**src/rtl/satc_pkg.sv**
```systemverilog
package satc_pkg;

    // Extra bits carried by the offset beyond the bound width.
    localparam int OFS_GUARD = 2;

    // Extra bit on top of the offset width, used for bound sums so that
    // a W-bit bound plus a full-range offset can never wrap.
    localparam int SUM_GUARD = 1;

    // Positions of the two bound lanes in the clip array.
    localparam int LANE_LO = 0;
    localparam int LANE_HI = 1;
    localparam int LANES   = 2;

endpackage

```
**src/rtl/satc_sum_stage.sv**
```systemverilog
module satc_sum_stage
    import satc_pkg::*;
#(
    parameter int W = 8
) (
    input  logic                               clk,
    input  logic                               rst,
    input  logic                               in_valid,
    input  logic signed [W+OFS_GUARD-1:0]      a_ofs,
    input  logic signed [W-1:0]                a_lo,
    input  logic signed [W-1:0]                a_hi,
    input  logic signed [W+OFS_GUARD-1:0]      b_ofs,
    input  logic signed [W-1:0]                b_lo,
    input  logic signed [W-1:0]                b_hi,
    output logic                               s1_valid,
    output logic signed [W+OFS_GUARD-1:0]      s1_ofs,
    output logic signed [W+OFS_GUARD+SUM_GUARD-1:0] s1_lo_sum,
    output logic signed [W+OFS_GUARD+SUM_GUARD-1:0] s1_hi_sum,
    output logic signed [W-1:0]                s1_b_lo,
    output logic signed [W-1:0]                s1_b_hi
);
    localparam int OW = W + OFS_GUARD;
    localparam int SW = OW + SUM_GUARD;

    logic signed [SW-1:0] ext_a_lo, ext_a_hi, ext_b_ofs;

    always_comb begin
        ext_a_lo  = {{(SW-W){a_lo[W-1]}}, a_lo};
        ext_a_hi  = {{(SW-W){a_hi[W-1]}}, a_hi};
        ext_b_ofs = {{(SW-OW){b_ofs[OW-1]}}, b_ofs};
    end

    always_ff @(posedge clk) begin
        if (rst) begin
            s1_valid  <= 1'b0;
            s1_ofs    <= '0;
            s1_lo_sum <= '0;
            s1_hi_sum <= '0;
            s1_b_lo   <= '0;
            s1_b_hi   <= '0;
        end else begin
            s1_valid <= in_valid;
            if (in_valid) begin
                s1_ofs    <= a_ofs + b_ofs;
                s1_lo_sum <= ext_a_lo + ext_b_ofs;
                s1_hi_sum <= ext_a_hi + ext_b_ofs;
                s1_b_lo   <= b_lo;
                s1_b_hi   <= b_hi;
            end
        end
    end
endmodule

```
**src/rtl/satc_bound_clip.sv**
```systemverilog
module satc_bound_clip #(
    parameter int W  = 8,
    parameter int SW = 11
) (
    input  logic signed [SW-1:0] sum_i,
    input  logic signed [W-1:0]  lo_i,
    input  logic signed [W-1:0]  hi_i,
    output logic signed [W-1:0]  res_o
);
    logic signed [SW-1:0] lo_x, hi_x;
    logic below, above, inverted;

    always_comb begin
        lo_x     = {{(SW-W){lo_i[W-1]}}, lo_i};
        hi_x     = {{(SW-W){hi_i[W-1]}}, hi_i};
        below    = sum_i < lo_x;
        above    = sum_i > hi_x;
        inverted = lo_x > hi_x;
        // min(max(sum, lo), hi)
        if (below)
            res_o = inverted ? hi_i : lo_i;
        else if (above)
            res_o = hi_i;
        else
            res_o = sum_i[W-1:0];
    end
endmodule

```
**src/rtl/satc_compose.sv**
```systemverilog
module satc_compose
    import satc_pkg::*;
#(
    parameter int W = 8
) (
    input  logic                          clk,
    input  logic                          rst,
    input  logic                          in_valid,
    input  logic signed [W+OFS_GUARD-1:0] a_ofs,
    input  logic signed [W-1:0]           a_lo,
    input  logic signed [W-1:0]           a_hi,
    input  logic signed [W+OFS_GUARD-1:0] b_ofs,
    input  logic signed [W-1:0]           b_lo,
    input  logic signed [W-1:0]           b_hi,
    output logic                          out_valid,
    output logic signed [W+OFS_GUARD-1:0] out_ofs,
    output logic signed [W-1:0]           out_lo,
    output logic signed [W-1:0]           out_hi
);
    localparam int OW = W + OFS_GUARD;
    localparam int SW = OW + SUM_GUARD;

    typedef struct packed {
        logic signed [OW-1:0] ofs;
        logic signed [W-1:0]  lo;
        logic signed [W-1:0]  hi;
    } clip_fn_t;

    logic                 s1_valid;
    logic signed [OW-1:0] s1_ofs;
    logic signed [SW-1:0] s1_lo_sum, s1_hi_sum;
    logic signed [W-1:0]  s1_b_lo, s1_b_hi;

    satc_sum_stage #(.W(W)) u_sum (
        .clk      (clk),
        .rst      (rst),
        .in_valid (in_valid),
        .a_ofs    (a_ofs),
        .a_lo     (a_lo),
        .a_hi     (a_hi),
        .b_ofs    (b_ofs),
        .b_lo     (b_lo),
        .b_hi     (b_hi),
        .s1_valid (s1_valid),
        .s1_ofs   (s1_ofs),
        .s1_lo_sum(s1_lo_sum),
        .s1_hi_sum(s1_hi_sum),
        .s1_b_lo  (s1_b_lo),
        .s1_b_hi  (s1_b_hi)
    );

    logic [LANES-1:0][SW-1:0] lane_sum;
    logic [LANES-1:0][W-1:0]  lane_res;

    always_comb begin
        lane_sum[LANE_LO] = s1_lo_sum;
        lane_sum[LANE_HI] = s1_hi_sum;
    end

    for (genvar k = 0; k < LANES; k++) begin : g_lane
        satc_bound_clip #(.W(W), .SW(SW)) u_clip (
            .sum_i(lane_sum[k]),
            .lo_i (s1_b_lo),
            .hi_i (s1_b_hi),
            .res_o(lane_res[k])
        );
    end

    clip_fn_t fn_q;
    logic     valid_q;

    always_ff @(posedge clk) begin
        if (rst) begin
            valid_q <= 1'b0;
            fn_q    <= '0;
        end else begin
            valid_q <= s1_valid;
            if (s1_valid) begin
                fn_q.ofs <= s1_ofs;
                fn_q.lo  <= lane_res[LANE_LO];
                fn_q.hi  <= lane_res[LANE_HI];
            end
        end
    end

    assign out_valid = valid_q;
    assign out_ofs   = fn_q.ofs;
    assign out_lo    = fn_q.lo;
    assign out_hi    = fn_q.hi;
endmodule

```
**config.mk**
```make
export PLATFORM = sky130hd
export DESIGN_NAME = satc_compose
export DESIGN_NICKNAME = d
export VERILOG_FILES = /design/src/rtl/satc_pkg.sv /design/src/rtl/satc_sum_stage.sv /design/src/rtl/satc_bound_clip.sv /design/src/rtl/satc_compose.sv
export SDC_FILE = /design/constraint.sdc
export NUM_CORES = 1
export LEC_CHECK = 0
export BUFFER_PORTS_ARGS = -buffer_cell sky130_fd_sc_hd__buf_2
export CAP_MARGIN = 15
export CELL_PAD_IN_SITES_DETAIL_PLACEMENT = 0
export CELL_PAD_IN_SITES_GLOBAL_PLACEMENT = 1
export CORE_MARGIN = 1
export CORE_UTILIZATION = 44
export DETAILED_ROUTE_END_ITERATION = 8
export GPL_TIMING_DRIVEN = 0
export PLACE_DENSITY_LB_ADDON = 0.1
export SETUP_SLACK_MARGIN = 0.05
export SYNTH_ARGS = -nofsm -noshare
export SYNTH_HDL_FRONTEND = slang
export SYNTH_SLANG_ARGS = --single-unit
```
**constraint.sdc**
```tcl
create_clock -name clk -period 2.8 [get_ports clk]
set_input_delay 0.28 -clock clk [delete_from_list [all_inputs] [get_ports clk]]
set_output_delay 0.28 -clock clk [all_outputs]
set_load 0.05 [all_outputs]
```
==> key figures, run 1 <==
Setup path
  – Reg2Reg Launch Point: u_sum.s1_b_hi[7]
  – CP max stage delay: 0.45 ns
  – Maximum fanout along the worst path: 9
  – CP Launch Point: u_sum.s1_b_hi[7]
  – Cell Chain, Critical Path: inv_1, ha_1, a21o_1, a2111o_1, a211oi_2, a221o_2, buf_6, mux2i_1, o221ai_1
  – Critical Path AT: 2.83 ns
  – Reg2Reg Capture Point: out_lo[2]
  – Crit path required time: 2.99 ns
  – Worst reg2reg setup slack: 0.16 ns
  – Critical path type: reg -> reg
  – R2R depth: 9
  – Crit start category: flip-flop
  – Crit-path slowest cell: a2111o_1
  – Kind of end point of the critical path: flip-flop
  – CP endpoint: out_lo[2]

Place
  – Pre-CTS setup slack: -0.0677 ns
  – Port bufs: 81
  – Hpwl dp: 11300 um
  – Gpl congestion: 0.868

Final layout
  – Layout cell share with drive strength beyond 1: 16.9%
  – Final nets: 813
  – Commonest non-fill, non-tap cell in the layout: buf_2
  – Area growth syn-to-layout: 17.8%
  – Antenna cells: 0
  – Commonest non-fill, non-tap cells in the layout: buf_2, ha_1, dfxtp_1
  – Final-layout fill cell count: 1058

Logic synthesis
  – Syn_nets: 721
  – Area share of the largest cell type after synthesis: 29.0%
  – Synth unique cells: 51
  – Synth async-reset ratio: 0%
  – EDFF count, synth: 0
  – Synth area leader: dfxtp_1
  – Syn Area/Cell: 8.98 um^2
  – Sequential share of the synthesized area: 29.0%
  – Synth top area cells: dfxtp_1, ha_1, mux2i_1
  – Synth Cell Area: 5240 um^2
  – Warnings, synthesis: 0
  – Post-Syn Instances: 584
  – Post-synth top flop: dfxtp_1
  – Yosys reg bits: 76

Flow run
  – Max-cap viol count: 0

Clock tree
  – CTS sink cnt: 76
  – Clk buf depth: 2
  – CTS Buf Count: 9
  – TritonCTS clock tree: built
  – Post-CTS setup buffer count: 0
  – H-tree lvl count: 3
  – Worst-skew pair later-pin latency: 0.35 ns
  – Root Driver: clkbuf_16
  – Count of hold buffers inserted by post-cts repair: 0
  – Worst-path clk slew: 0.06 ns

Power
  – Total power: 3730 uW
  – Psw: 1210 uW
  – PwrDens: 604 nW/um^2
  – Gate power share: 30.4%
  – VDD IR max: 0.000471 V
  – Int Pwr: 2520 uW
  – Flop pwr share: 33.5%
  – Clock group share of total power: 36.1%
  – Lkg Pwr: 0.00291 uW
  – Switch share: 32.5%

Route
  – Routed WL: 14200 um
  – Drc violations: 8
  – Starting DRT DRC Count: 204
  – Via/cell ratio: 5.58
  – Via Count: 4600
  – Post-DRT Antenna Nets: 0
  – DR WL/cell: 17.2 um
  – DRT Pass-1 Iters: 6

Floorplanning
  – Die footprint: 12400 um^2
  – Row cnt: 39
  – I/O Pins: 82
  – Starting Density: 45.5%
  – Core region area: 11500 um^2
  – Die Span Y: 111 um
  – Die width: 111 um

Global route
  – Largest net degree at the start of global routing: 14
  – GRT Residual Overflow: 0
  – Vias in the first global route: 4498
  – First-pass GRT wire length: 22600 um
  – Initial antenna violation count: 0
  – All-Layer GR Usage: 23.9%

STA
  – Rel. slew slack: 43.1%
  – Slew Viols, Final: 0
  – Post-layout min period: 2.64 ns
  – Tightest Pin Transition: 0.853 ns
  – Post-route worst setup slack: 0.160 ns
  – Clock Skew: 0.00735 ns
  – Fin. Hold Viols: 0
  – Final Cycle Share: 94.3%
  – Setup violations, final: 0
  – Fmax: 379 MHz
  – Unrepaired setup endpoints after global routing: no

Min path
  – Hold depth: 3
  – Worst hold path type: in -> reg

Run status
  – Failing checks: design-rule violations
  – Outcome: complete, but fails checks
how the worst min path moves through the flow:
| stage | to | from |
|---|---|---|
| floorplan | u_sum.s1_b_hi[0] | b_hi[0] |
| global placement | out_lo[4] | out_lo[4] |
| detailed placement | out_hi[4] | out_hi[4] |
| CTS | u_sum.s1_b_lo[7] | b_lo[7] |
| global route | u_sum.s1_b_lo[2] | b_lo[2] |
| finish | u_sum.s1_b_hi[4] | b_hi[4] |
routing by layer:
metal,GRT usage (%),up-vias,wire length [um]
li1,-,2331,-
met1,28.9,2150,6640
met2,40.5,95,6660
met3,5.30,24,535
met4,10.6,0,365
met5,0,-,0
Yosys cell counts, types with 3 or more instances:
cell type / n
ha_1: 79
dfxtp_1: 76
nor2_1: 73
mux2i_1: 66
nand2_1: 42
a21oi_1: 32
inv_1: 28
o21ai_0: 17
a211oi_1: 16
o221ai_1: 16
nor3_1: 11
a21o_1: 10
clkbuf_1: 10
xnor2_1: 10
nor2b_1: 8
nand2b_1: 7
nand3_1: 6
o21bai_1: 6
buf_1: 5
o211ai_1: 5
o22ai_1: 5
a211o_1: 4
o21a_1: 4
fa_1: 3
or2_2: 3
xor2_1: 3
logic make-up (layout without fill, tap and decap cells):
family	Yosys count	count (layout)	share of synthesized area [%]
adders and majority gates	82	82	20.0
AOI/OAI and AO/OA	135	135	18.2
muxes	66	66	12.6
DFF	76	76	29.0
buffers and inverters	47	144	3.70
and+or+nand+nor	165	165	14.3
xor gates and xnor gates	13	13	2.17
power by group through the flow:
stage	registers [uW]	logic [uW]	clock network (uW)
6_report	1250	1130	1350
5_1_grt	1260	1250	1420
4_1_cts	1250	1130	1370
3_5_place_dp	1280	1120	0
3_3_place_gp	1270	1100	0
2_1_floorplan	1330	770	0
state kept, by name, summed over array words and instances, names as in the netlist:
register,count
u_sum.s1_hi_sum,11
u_sum.s1_lo_sum,11
out_ofs,10
u_sum.s1_ofs,10
out_hi,8
out_lo,8
u_sum.s1_b_hi,8
u_sum.s1_b_lo,8
out_valid,1
u_sum.s1_valid,1
stage by stage:
| stage | hold WS, ns | setup TNS, ns | area (um^2) | util (%) | instances |
|---|---|---|---|---|---|
| after floorplan | 0.427 | 0 | 5240 | - | 584 |
| after global placement | 0.445 | -0.578 | 5830 | 50.6 | 808 |
| after detailed placement | 0.444 | -0.358 | 5830 | 50.6 | 808 |
| after CTS | 0.161 | 0 | 6170 | 53.6 | 824 |
| after global routing | 0.173 | 0 | 6180 | 53.6 | 824 |
| final | 0.169 | 0 | 6180 | 53.6 | 824 |
final cells by class:
cell class                      count  area [um^2]  area share [%]
Tap cell                          143          179            2.90
Multi-Input combinational cell    461         3540            57.3
Buffer                             19         88.8            1.44
Clock inverter                      7          115            1.86
Sequential cell                    76         1520            24.6
Inverter                           28          105            1.70
Timing Repair Buffer               81          405            6.56
Clock buffer                        9          225            3.65
critical path: cells and delay by family, from the launching register on:
kind                       cells  cell delay [ns]
DFF                            1             0.40
muxes                          1             0.21
AOI/OAI and AO/OA              5             1.18
buffers and inverters          2             0.35
adders and majority gates      1             0.36
what timing repair did:
| action | 4_1_cts | 5_1_grt |
|---|---|---|
| setup endpoints to repair | 8 | 3 |
| endpoints found under the hold margin | 0 | 0 |
| gates resized for setup | 1 | 1 |
| pin swaps | 0 | 1 |
Note: power is estimated with default switching activity, not from simulation.
==> run 2: changes to the inputs <==
--- a/config.mk
+++ b/config.mk
@@ -12,9 +12,9 @@
 export CORE_MARGIN = 1
 export CORE_UTILIZATION = 44
 export DETAILED_ROUTE_END_ITERATION = 8
-export GPL_TIMING_DRIVEN = 0
 export PLACE_DENSITY_LB_ADDON = 0.1
 export SETUP_SLACK_MARGIN = 0.05
+export SLEW_MARGIN = 20
 export SYNTH_ARGS = -nofsm -noshare
 export SYNTH_HDL_FRONTEND = slang
 export SYNTH_SLANG_ARGS = --single-unit
==> key figures, run 2 (same netlist as run 1, synthesis figures left out) <==
Clock tree
  – CTS sink cnt: 76 (unchanged)
  – Clk buf depth: 2 (unchanged)
  – H-tree lvl count: 3 (unchanged)
  – TritonCTS clock tree: built
  – CTS Buf Count: 9 (unchanged)
  – Root Driver: clkbuf_16
  – Worst-skew pair later-pin latency: 0.35 ns (about the same)
  – Count of hold buffers inserted by post-cts repair: 0 (unchanged)
  – Worst-path clk slew: 0.06 ns (about the same)

Global route
  – Vias in the first global route: 4706 (+4.6%)
  – First-pass GRT wire length: 22700 um (+0.64%)
  – GRT Residual Overflow: 0 (unchanged)
  – Largest net degree at the start of global routing: 57 (+43)
  – Initial antenna violation count: 0 (unchanged)
  – All-Layer GR Usage: 23.4% (-0.45 points)

Route
  – DR WL/cell: 16.8 um (-2.3%)
  – Post-DRT Antenna Nets: 0 (unchanged)
  – Drc violations: 8 (unchanged)
  – Via Count: 4546 (-1.2%)
  – Starting DRT DRC Count: 228 (+12%)
  – Routed WL: 13700 um (-3.2%)
  – DRT Pass-1 Iters: 6 (unchanged)
  – Via/cell ratio: 5.57 (-0.21%)

Place
  – Hpwl dp: 10500 um (-6.4%)
  – Cells after DPL: 799 (-1.1%)
  – Gpl congestion: 0.816 (-6.0%)
  – Port bufs: 81 (unchanged)

Setup path
  – Crit-path slowest cell: a2111o_1
  – CP max stage delay: 0.45 ns (about the same)
  – Crit start category: flip-flop
  – Crit path required time: 3.00 ns (about the same)
  – Crit path buffers/inverters: 2 (unchanged)
  – Cell Chain, Critical Path: inv_1, ha_1, a21o_1, a2111o_1, a211oi_2, a221o_2, buf_12, mux2i_1, o221ai_1
  – Kind of end point of the critical path: flip-flop
  – Critical path type: reg -> reg
  – Critical Path AT: 2.83 ns (about the same)
  – CP top delay family: compound AO/OA/AOI/OAI gates
  – Maximum fanout along the worst path: 9 (unchanged)

STA
  – Rel. slew slack: 49.8% (+6.7 points)
  – Unrepaired setup endpoints after global routing: no
  – Setup violations, final: 0 (unchanged)
  – Tightest Pin Transition: 0.752 ns (-0.101 ns)
  – Slew Viols, Final: 0 (unchanged)
  – Clock Skew: 0.00675 ns (-0.000604 ns)
  – Hold WS: 0.164 ns (-0.00419 ns)
  – Fmax: 380 MHz (+0.27%)
  – Total negative slack: 0 ns (unchanged)
  – Fin. Hold Viols: 0 (unchanged)
  – Post-layout min period: 2.63 ns (-0.00719 ns)
  – Final Cycle Share: 94.0% (-0.26 points)

Final layout
  – Final nets: 806 (-0.86%)
  – Final Non-Filler Cells: 816 (-0.97%)
  – Area growth syn-to-layout: 16.9%
  – Commonest non-fill, non-tap cells in the layout: buf_2, ha_1, dfxtp_1
  – Layout cell share with drive strength beyond 1: 17.7% (+0.80 points)
  – Commonest non-fill, non-tap cell in the layout: buf_2
  – Antenna cells: 0 (unchanged)
  – Largest registers: u_sum.s1_hi_sum x11, u_sum.s1_lo_sum x11

Floorplanning
  – Die footprint: 12400 um^2 (unchanged)
  – Die width: 111 um (unchanged)
  – Core region area: 11500 um^2 (unchanged)
  – Die Span Y: 111 um (unchanged)
  – Starting Density: 45.5% (unchanged)
  – I/O Pins: 82 (unchanged)
  – Row cnt: 39 (unchanged)

Run status
  – Failing checks: design-rule violations
  – Outcome: complete, but fails checks

Min path
  – Worst hold path type: in -> reg

Flow run
  – Max-cap viol count: 0 (unchanged)

Power
  – VDD IR max: 0.000264 V (-44%)
  – Lkg Pwr: 0.00291 uW (+0.19%)
  – PwrDens: 572 nW/um^2 (-5.4%)
-- run 2: cell count changes in the layout (fill, tap and decap cells not counted) --
cell / delta
buf_6: -2
clkbuf_1: -8
a2111oi_2: -1
a2111oi_1: +1
buf_4: +10
buf_2: -2
clkinvlp_4: -2
buf_1: -5
bufinv_16: -3
clkbuf_8: +2
buf_12: +2
-- run 2: repair_timing --
item                       4_1_cts  5_1_grt
buffers inserted                 0        2
gates resized for setup          0        1
setup endpoints to repair        0       16
-- run 2: where the power goes --
group | internal [uW] | switching, uW
sequential | 1170 | 77.7
combinational | 516 | 651
clock | 641 | 449
-- run 2: area by class of cell --
class / instances / area [um^2]
repair buffers: 93 / 520
well taps: 143 / 179
flip-flops and latches: 76 / 1520
inverters: 28 / 105
clock inverters: 2 / 10.0
multi-input cells: 461 / 3530
clock buffers: 13 / 260
fillers: 1121 / 5390
-- run 2: worst paths after layout --
path                         start                to  slack (ns)  cells after the start
setup / recovery  u_sum.s1_b_hi[7]         out_hi[0]        0.17                      9
hold / removal             b_lo[5]  u_sum.s1_b_lo[5]        0.16                      3
hold reg to reg          out_hi[7]         out_hi[7]        0.46                      2
setup reg to reg  u_sum.s1_b_hi[7]         out_hi[0]        0.17                      9
-- run 2: worst register-to-register path, delay by kind of cell, from the launching register on --
kind | cells | cell delay, ns
adders and majority gates | 1 | 0.37
AOI/OAI and AO/OA | 5 | 1.17
DFF | 1 | 0.40
muxes | 1 | 0.21
buffers and inverters | 2 | 0.34
-- run 2: layer usage --
layer | GRT usage, % | vias up | routed length (um)
met5 | 0 | - | 0
met4 | 8.92 | 0 | 238
met3 | 5.03 | 16 | 566
met2 | 41.0 | 84 | 6690
met1 | 28.0 | 2130 | 6250
li1 | - | 2316 | -
-- run 2: through the flow --
step | cell area (um^2) | util, % | power [uW] | worst slack, ns
2_1_floorplan | 5240 | - | 2100 | 0.466
3_3_place_gp | 5810 | 50.5 | 2340 | 0.187
3_5_place_dp | 5810 | 50.5 | 2370 | 0.132
4_1_cts | 6080 | 52.8 | 3470 | 0.104
5_1_grt | 6130 | 53.2 | 3700 | 0.0383
6_report | 6130 | 53.2 | 3500 | 0.167
